### config.mk
export PLATFORM = sky130hd
export DESIGN_NAME = hwreg_read_gate
export DESIGN_NICKNAME = d
export VERILOG_FILES = /design/src/rtl/hwreg_read_gate.sv
export SDC_FILE = /design/constraint.sdc
export NUM_CORES = 1
export LEC_CHECK = 0
export ABC_AREA = 0
export BUFFER_PORTS_ARGS = -buffer_cell sky130_fd_sc_hd__buf_2
export CELL_PAD_IN_SITES_DETAIL_PLACEMENT = 0
export CELL_PAD_IN_SITES_GLOBAL_PLACEMENT = 1
export CORE_ASPECT_RATIO = 0.7
export CORE_UTILIZATION = 37
export CTS_CLUSTER_DIAMETER = 60
export DETAILED_ROUTE_END_ITERATION = 10
export PLACE_DENSITY = 0.89
export REMOVE_ABC_BUFFERS = 1
export SYNTH_ARGS = -nofsm -noshare
export SYNTH_HDL_FRONTEND = slang
export SYNTH_SLANG_ARGS = --single-unit
export TNS_END_PERCENT = 20
### constraint.sdc
create_clock -name clk -period 2 [get_ports clk]
set_input_delay 0.1 -clock clk [delete_from_list [all_inputs] [get_ports clk]]
set_output_delay 0.1 -clock clk [all_outputs]
set_load 0.005 [all_outputs]
### src/rtl/hwreg_read_gate.sv
module hwreg_read_gate #(
  parameter int DATA_W = 32,
  parameter int CPU_W  = 10,
  parameter int SEL_W  = 5,
  parameter int RES    = 2
) (
  input  logic              clk,
  input  logic              rst_n,
  input  logic              req,
  input  logic [SEL_W-1:0]  sel,
  input  logic              kernel,
  input  logic [DATA_W-1:0] ebase,
  input  logic [DATA_W-1:0] step_size,
  input  logic              en_we,
  input  logic [3:0]        en_wdata,
  output logic              rd_valid,
  output logic [DATA_W-1:0] rd_data,
  output logic              ri_trap
);
  localparam int NUM_HW = 4;
  localparam int PRE_W  = (RES > 1) ? $clog2(RES) : 1;

  logic [NUM_HW-1:0] en_mask;
  logic [PRE_W-1:0]  pre;
  logic [DATA_W-1:0] cyc_cnt;
  logic [DATA_W-1:0] src;

  wire unused_ebase_hi = ^ebase[DATA_W-1:CPU_W];
  wire in_range = (sel < SEL_W'(NUM_HW));
  wire granted  = in_range && (kernel || en_mask[sel[1:0]]);
  wire tick     = (pre == PRE_W'(RES - 1));

  always_comb begin
    case (sel[1:0])
      2'd0:    src = {{(DATA_W-CPU_W){1'b0}}, ebase[CPU_W-1:0]};
      2'd1:    src = step_size;
      2'd2:    src = cyc_cnt;
      default: src = DATA_W'(RES);
    endcase
  end

  always_ff @(posedge clk or negedge rst_n) begin
    if (!rst_n) begin
      pre     <= '0;
      cyc_cnt <= '0;
    end else if (tick) begin
      pre     <= '0;
      cyc_cnt <= cyc_cnt + 1'b1;
    end else begin
      pre     <= pre + 1'b1;
    end
  end

  always_ff @(posedge clk or negedge rst_n) begin
    if (!rst_n) en_mask <= '0;
    else if (en_we) en_mask <= en_wdata;
  end

  always_ff @(posedge clk or negedge rst_n) begin
    if (!rst_n) begin
      rd_valid <= 1'b0;
      ri_trap  <= 1'b0;
      rd_data  <= '0;
    end else begin
      rd_valid <= req;
      ri_trap  <= req && !granted;
      if (req && granted) rd_data <= src;
    end
  end

  p_trap_with_valid_r9: assert property (@(posedge clk) disable iff (!rst_n)
    ri_trap |-> rd_valid);
  p_valid_after_req_r9: assert property (@(posedge clk) disable iff (!rst_n)
    req |=> rd_valid);
  p_no_spurious_valid_r9: assert property (@(posedge clk) disable iff (!rst_n)
    !req |=> !rd_valid);
  p_trap_keeps_data_r7: assert property (@(posedge clk) disable iff (!rst_n)
    ri_trap |-> $stable(rd_data));
  p_bad_sel_traps_r8: assert property (@(posedge clk) disable iff (!rst_n)
    (req && sel >= SEL_W'(NUM_HW)) |=> ri_trap);
  p_kernel_granted_r6: assert property (@(posedge clk) disable iff (!rst_n)
    (req && kernel && sel < SEL_W'(NUM_HW)) |=> !ri_trap);
  p_counter_step_r4: assert property (@(posedge clk) disable iff (!rst_n)
    (cyc_cnt != $past(cyc_cnt)) |-> (cyc_cnt == $past(cyc_cnt) + 1'b1));
endmodule

==> results of run 1 <==
power groups by stage:
| stage | logic (uW) | registers [uW] | clock network (uW) |
|---|---|---|---|
| after floorplan | 122 | 1620 | 0 |
| after global placement | 352 | 1610 | 0 |
| after detailed placement | 360 | 1610 | 0 |
| after CTS | 365 | 1590 | 2130 |
| after global routing | 411 | 1600 | 2190 |
| final | 357 | 1590 | 2080 |
Yosys cell counts (all sizes together):
cell and n:
a21oi 9, a22oi 22, and2 1, and3 6, and4 1, buf 9, clkbuf 6, dfrtp 71
ha 1, inv 4, mux2 6, mux2i 9, mux4 1, nand2 42, nand3 14, nand4 11
nor2 16, nor2b 2, nor3 4, nor4 4, o211ai 1, o21ai 33, o22ai 1, or3 1
xnor2 26, xor2 5
cell families (layout without fill, tap and decap cells):
group,count (synthesis),in the layout,synth area share (%)
AO/OA/AOI/OAI,66,66,12.3
XOR/XNOR,31,31,8.45
adder cells (fa/ha/maj),1,1,0.389
buffers and inverters,19,122,2.65
flip-flops,71,71,55.3
multiplexers,16,16,5.61
AND/OR/NAND/NOR,102,102,15.4
state kept, by name (all words and copies together), names as in the netlist:
signal,count
cyc_cnt,32
en_mask,4
pre,1
rd_data,32
rd_valid,1
ri_trap,1
how the worst min path moves through the flow:
stage / startpoint / slack, ps / endpoint
floorplan: rst_n / -200 / cyc_cnt[0]
global placement: req / 270 / rd_valid
detailed placement: req / 270 / rd_valid
CTS: en_wdata[2] / 0.6 / en_mask[2]
global route: en_wdata[0] / 7 / en_mask[0]
finish: en_wdata[2] / 10 / en_mask[2]
worst register-to-register path: cells and delay by family, from the launching register on:
family	cells	cell delay, ps
and+or+nand+nor	3	710
buffers and inverters	1	240
DFF	1	460
xor gates and xnor gates	1	150
through the flow:
step	area, um2	TNS (ps)	cells	power (uW)	util [%]
after floorplan	3140	-12220	291	1740	-
after global placement	3840	0	510	1960	45.5
after detailed placement	3840	0	510	1970	45.5
after CTS	4270	0	529	4080	50.5
after global routing	4270	0	529	4210	50.5
final	4270	0	529	4030	50.5
routing by layer:
layer	wire length, um	vias up	share of wire (%)	track usage, %
met2	3060	58	43	27.4
met1	3620	1215	51	22.9
li1	-	1286	-	-
met4	64	0	0.91	5.92
met3	314	7	4.4	5.24
met5	0	-	0	0
layout make-up:
type	instances	share of cell area, %
Tap cell	120	3.52
Multi-Input combinational cell	216	32.0
Inverter	4	0.352
Clock inverter	6	3.64
Sequential cell	71	41.6
Clock buffer	10	5.60
Timing Repair Buffer	102	13.3
timing repair:
| item | 4_1_cts | 5_1_grt |
|---|---|---|
| endpoints found under the hold margin | 73 | 0 |
| hold buffers | 3 | 0 |
| endpoints found under the setup margin | 0 | 0 |
==> metrics.txt, run 1 <==
filler cell count 785; DPL Wire Length 4900 um; sequential share of the synthesized area 55.3%; r2r worst-path depth 5; Die Y 80.0 um; critical path data required time 2200 ps; Clock transition at path regs 60 ps; Routed WL per cell 13.3 um; Sink Count 71; switching power 809 uW; R2R setup slack 330 ps; status finished, final reports clean; Die W 113 um; clk root buf clkbuf_16; vias after detailed routing 2566; number of global-route vias before repair 2531; maximum vdd ir drop 0.392 mV; Max Cap Violations 0; PortBufs 89; Clk network pwr share 51.7%; Placer Congestion 0.731; cell breakdown of the critical path nand4_1 > buf_4 > nor2_1 > nand4_1 > xnor2_1; share of cells above drive strength 1 31.1%; minimum hold slack 11.7 ps; worst setup path category reg -> reg; min-delay worst type in -> reg; slowest library cell on the worst path dfrtp_1; core area 8440 um2; unrepaired setup endpoints after global routing false; Worst Setup EP cyc_cnt[21]; Max stage delay on crit path 460 ps; TritonRoute pass-1 iters 4; Synth area leader dfrtp_1; Comb power frac 8.9%; Mapped Avg Cell Area 10.5 um2; CP Capture Type register; worst skew pair latency 320 ps; grt total ovfl 0; most frequent cells in the layout buf_2 (88), dfrtp_1 (71), nand2_1 (42), o21ai_0 (28), xnor2_1 (26); Pint 3220 uW; slew at the pin with the worst max-slew slack 901 ps; Setup Fix Bufs, Post-CTS 0; GRT Overall Usage 17.4%; Syn Inst Count 306; Data arrival, critical path 1880 ps; TritonCTS Buffers 9; vias per cell 4.85; # DRC 0; I/O pin count 112; sequential share of power 39.4%; row cnt 28; Yosys reg bits 71; Synth area leaders dfrtp_1 (55%), xnor2_1 (7.1%), a22oi_1 (5.1%); final max-slew violation count 0; Yosys cell types 30; Worst Hold Depth 2; Max H-tree Level 3; final WL 7060 um; Pwr Density 944 nW/um2; Setup Viol. Count Final 0; ANT nets after route 0; critical path startpoint pre; number of antenna violations at the first check in global routing 0; switching share of power 20.1%; Critical Path Most Common Cell nand4_1; CTS tree done; die area 9070 um2; FF+latch area 1780 um2; largest net degree at the start of global routing 72; fmax 0.598 GHz; Yosys top cell area share 55.3%; global-route wire length before repair 12100 um; setup slack after layout 328 ps; Max clock buf depth 2; R2R Path End cyc_cnt[21]; critical path launch point type register; DR iter-0 viols 177; maximum fanout along the worst path 7; Final period util 83.6%; fin nets 483; Antenna diodes 0; post-CTS sizing 0; Yosys warnings 0; initial core utilization 38.1%; Place WS 339 ps; commonest non-fill, non-tap cell in the layout buf_2; Max-slew headroom 40.0%; Buf/Inv on CP 1; Layout area overhead 32.8%; mapped cell area 3210 um2; Clock Skew 3.95 ps; Hold Violations, Final 0; r2r startpoint pre; min Tclk post-route 1670 ps; Pleak 0.00208 uW; Stages on worst setup path 5; cell family with most CP delay simple AND/OR/NAND/NOR gates; footprint of the multi-input gates 1370 um2
Note: power is estimated with default switching activity, not from simulation.
==> inputs of run 2 (changes only) <==
- clock period: 2 -> 1.6 ns (I/O delays scaled with it)
==> run 2 against run 1 <==
Compared with the run above:
- fmax rose by 4.8%
- critical path type unchanged
- flip-flop and latch count is the same
- clock power rose by 10%
- largest cell class unchanged
- hold slack improved by 6.6 ps
- combinational power is 32% higher
- worst setup slack got worse by 320 ps
- largest power group unchanged
==> metrics.txt, run 2 (synthesized netlist as in run 1, its figures left out) <==
hold_sp step_size[7]; share of cells above drive strength 1 34.9%; Antenna diodes 0; Hold Violations, Final 0; Data arrival, critical path 1790 ps; TritonRoute pass-1 iters 4; Clock Skew 5.55 ps; Max H-tree Level 3; Sink Count 71; most frequent cells in the layout buf_2 (88), dfrtp_1 (70), nand2_1 (42), xnor2_1 (26), a22oi_1 (22); core area 8440 um2; Die Y 80.0 um; Pwr Density 1060 nW/um2; Max Cap Violations 0; Largest regs cyc_cnt: 32 flops, rd_data: 32 flops, en_mask: 4 flops; Clock transition at path regs 60 ps; Final Instance Area 4460 um2; critical path launch point type register; grt total ovfl 0; Placer Congestion 0.749; largest net degree at the start of global routing 45; I/O pin count 112; commonest non-fill, non-tap cell in the layout buf_2; final max-slew violation count 0; slew at the pin with the worst max-slew slack 445 ps; number of antenna violations at the first check in global routing 0; final WL 7460 um; # DRC 0; Setup Viol. Count Final 0; min Tclk post-route 1600 ps; vias after detailed routing 2641; Util after Layout 52.8%; PortBufs 89; Max-slew headroom 70.1%; vias per cell 4.83; Max clock buf depth 2; status finished, final reports clean; worst skew pair latency 330 ps; clk root buf clkbuf_16; Die W 113 um; TritonCTS Buffers 9; CTS tree done; fin nets 501; number of global-route vias before repair 2561; row cnt 28; critical path data required time 1800 ps; Pleak 0.00217 uW; min-delay worst type in -> reg; GRT Overall Usage 17.9%; Routed WL per cell 13.6 um; DP Area 3980 um2; r2r startpoint en_mask[3]; CP Capture Type register; DPL Wire Length 5250 um; ANT nets after route 0; die area 9070 um2; global-route wire length before repair 12400 um; unrepaired setup endpoints after global routing true; fmax 0.627 GHz; Layout area overhead 38.8%; Final period util 99.7%; DR iter-0 viols 208; final setup TNS 0 ps; worst setup path category reg -> reg; maximum vdd ir drop 0.566 mV; critical path startpoint en_mask[3]; maximum fanout along the worst path 38; initial core utilization 38.1%
==> run 2: repair_timing <==
item / CTS / global route
endpoints found under the setup margin: 6 / 49
gates cloned: 0 / 0
setup buffers: 0 / 2
hold buffers: 6 / 0
gates resized for setup: 2 / 18
pin swaps: 0 / 1
hold endpoints to repair: 32 / 0
==> run 2: layer usage <==
metal	routed length, um	global-route usage [%]	up-vias
met3	398	5.16	2
li1	-	-	1316
met4	8	5.13	0
met5	0	0	-
met1	3700	24.0	1254
met2	3350	28.2	69
==> run 2: layout make-up <==
| cell class | instances | area, um2 |
|---|---|---|
| Clock buffer | 10 | 239 |
| Clock inverter | 6 | 108 |
| Fill cell | 760 | 3980 |
| Inverter | 4 | 15.0 |
| Multi-Input combinational cell | 216 | 1420 |
| Sequential cell | 71 | 1780 |
| Tap cell | 120 | 150 |
| Timing Repair Buffer | 120 | 749 |
==> run 2: where the power goes <==
| part | switching, uW | internal [uW] |
|---|---|---|
| Clock | 731 | 1560 |
| Combinational | 233 | 239 |
| Sequential | 60.4 | 1920 |
==> run 2: final timing paths <==
kind / end / slack (ps) / cells past startpoint
setup / recovery: rd_data[15] / 4 / 4
hold / removal: rd_data[7] / 20 / 3
setup reg to reg: rd_data[15] / 4 / 4
hold reg to reg: rd_data[21] / 470 / 2
max in group asynchronous: cyc_cnt[17] / 790 / 3
min in group asynchronous: rd_data[15] / 220 / 2
==> run 2: critical path: stages (launching register included) <==
cell and delay [ps]:
dfrtp_1 370, mux4_2 510, o211ai_4 240, buf_12 210
o21ai_0 120
==> run 2: per-stage QoR <==
stage,power (uW),hold slack [ps],worst slack [ps],instances
2_1_floorplan,2180,-216,-793,291
3_3_place_gp,2470,22.7,25.2,523
3_5_place_dp,2480,27.8,-14.6,523
4_1_cts,4810,26.9,-11.6,545
5_1_grt,4970,27.3,-69.8,547
6_report,4750,18.3,4.28,547
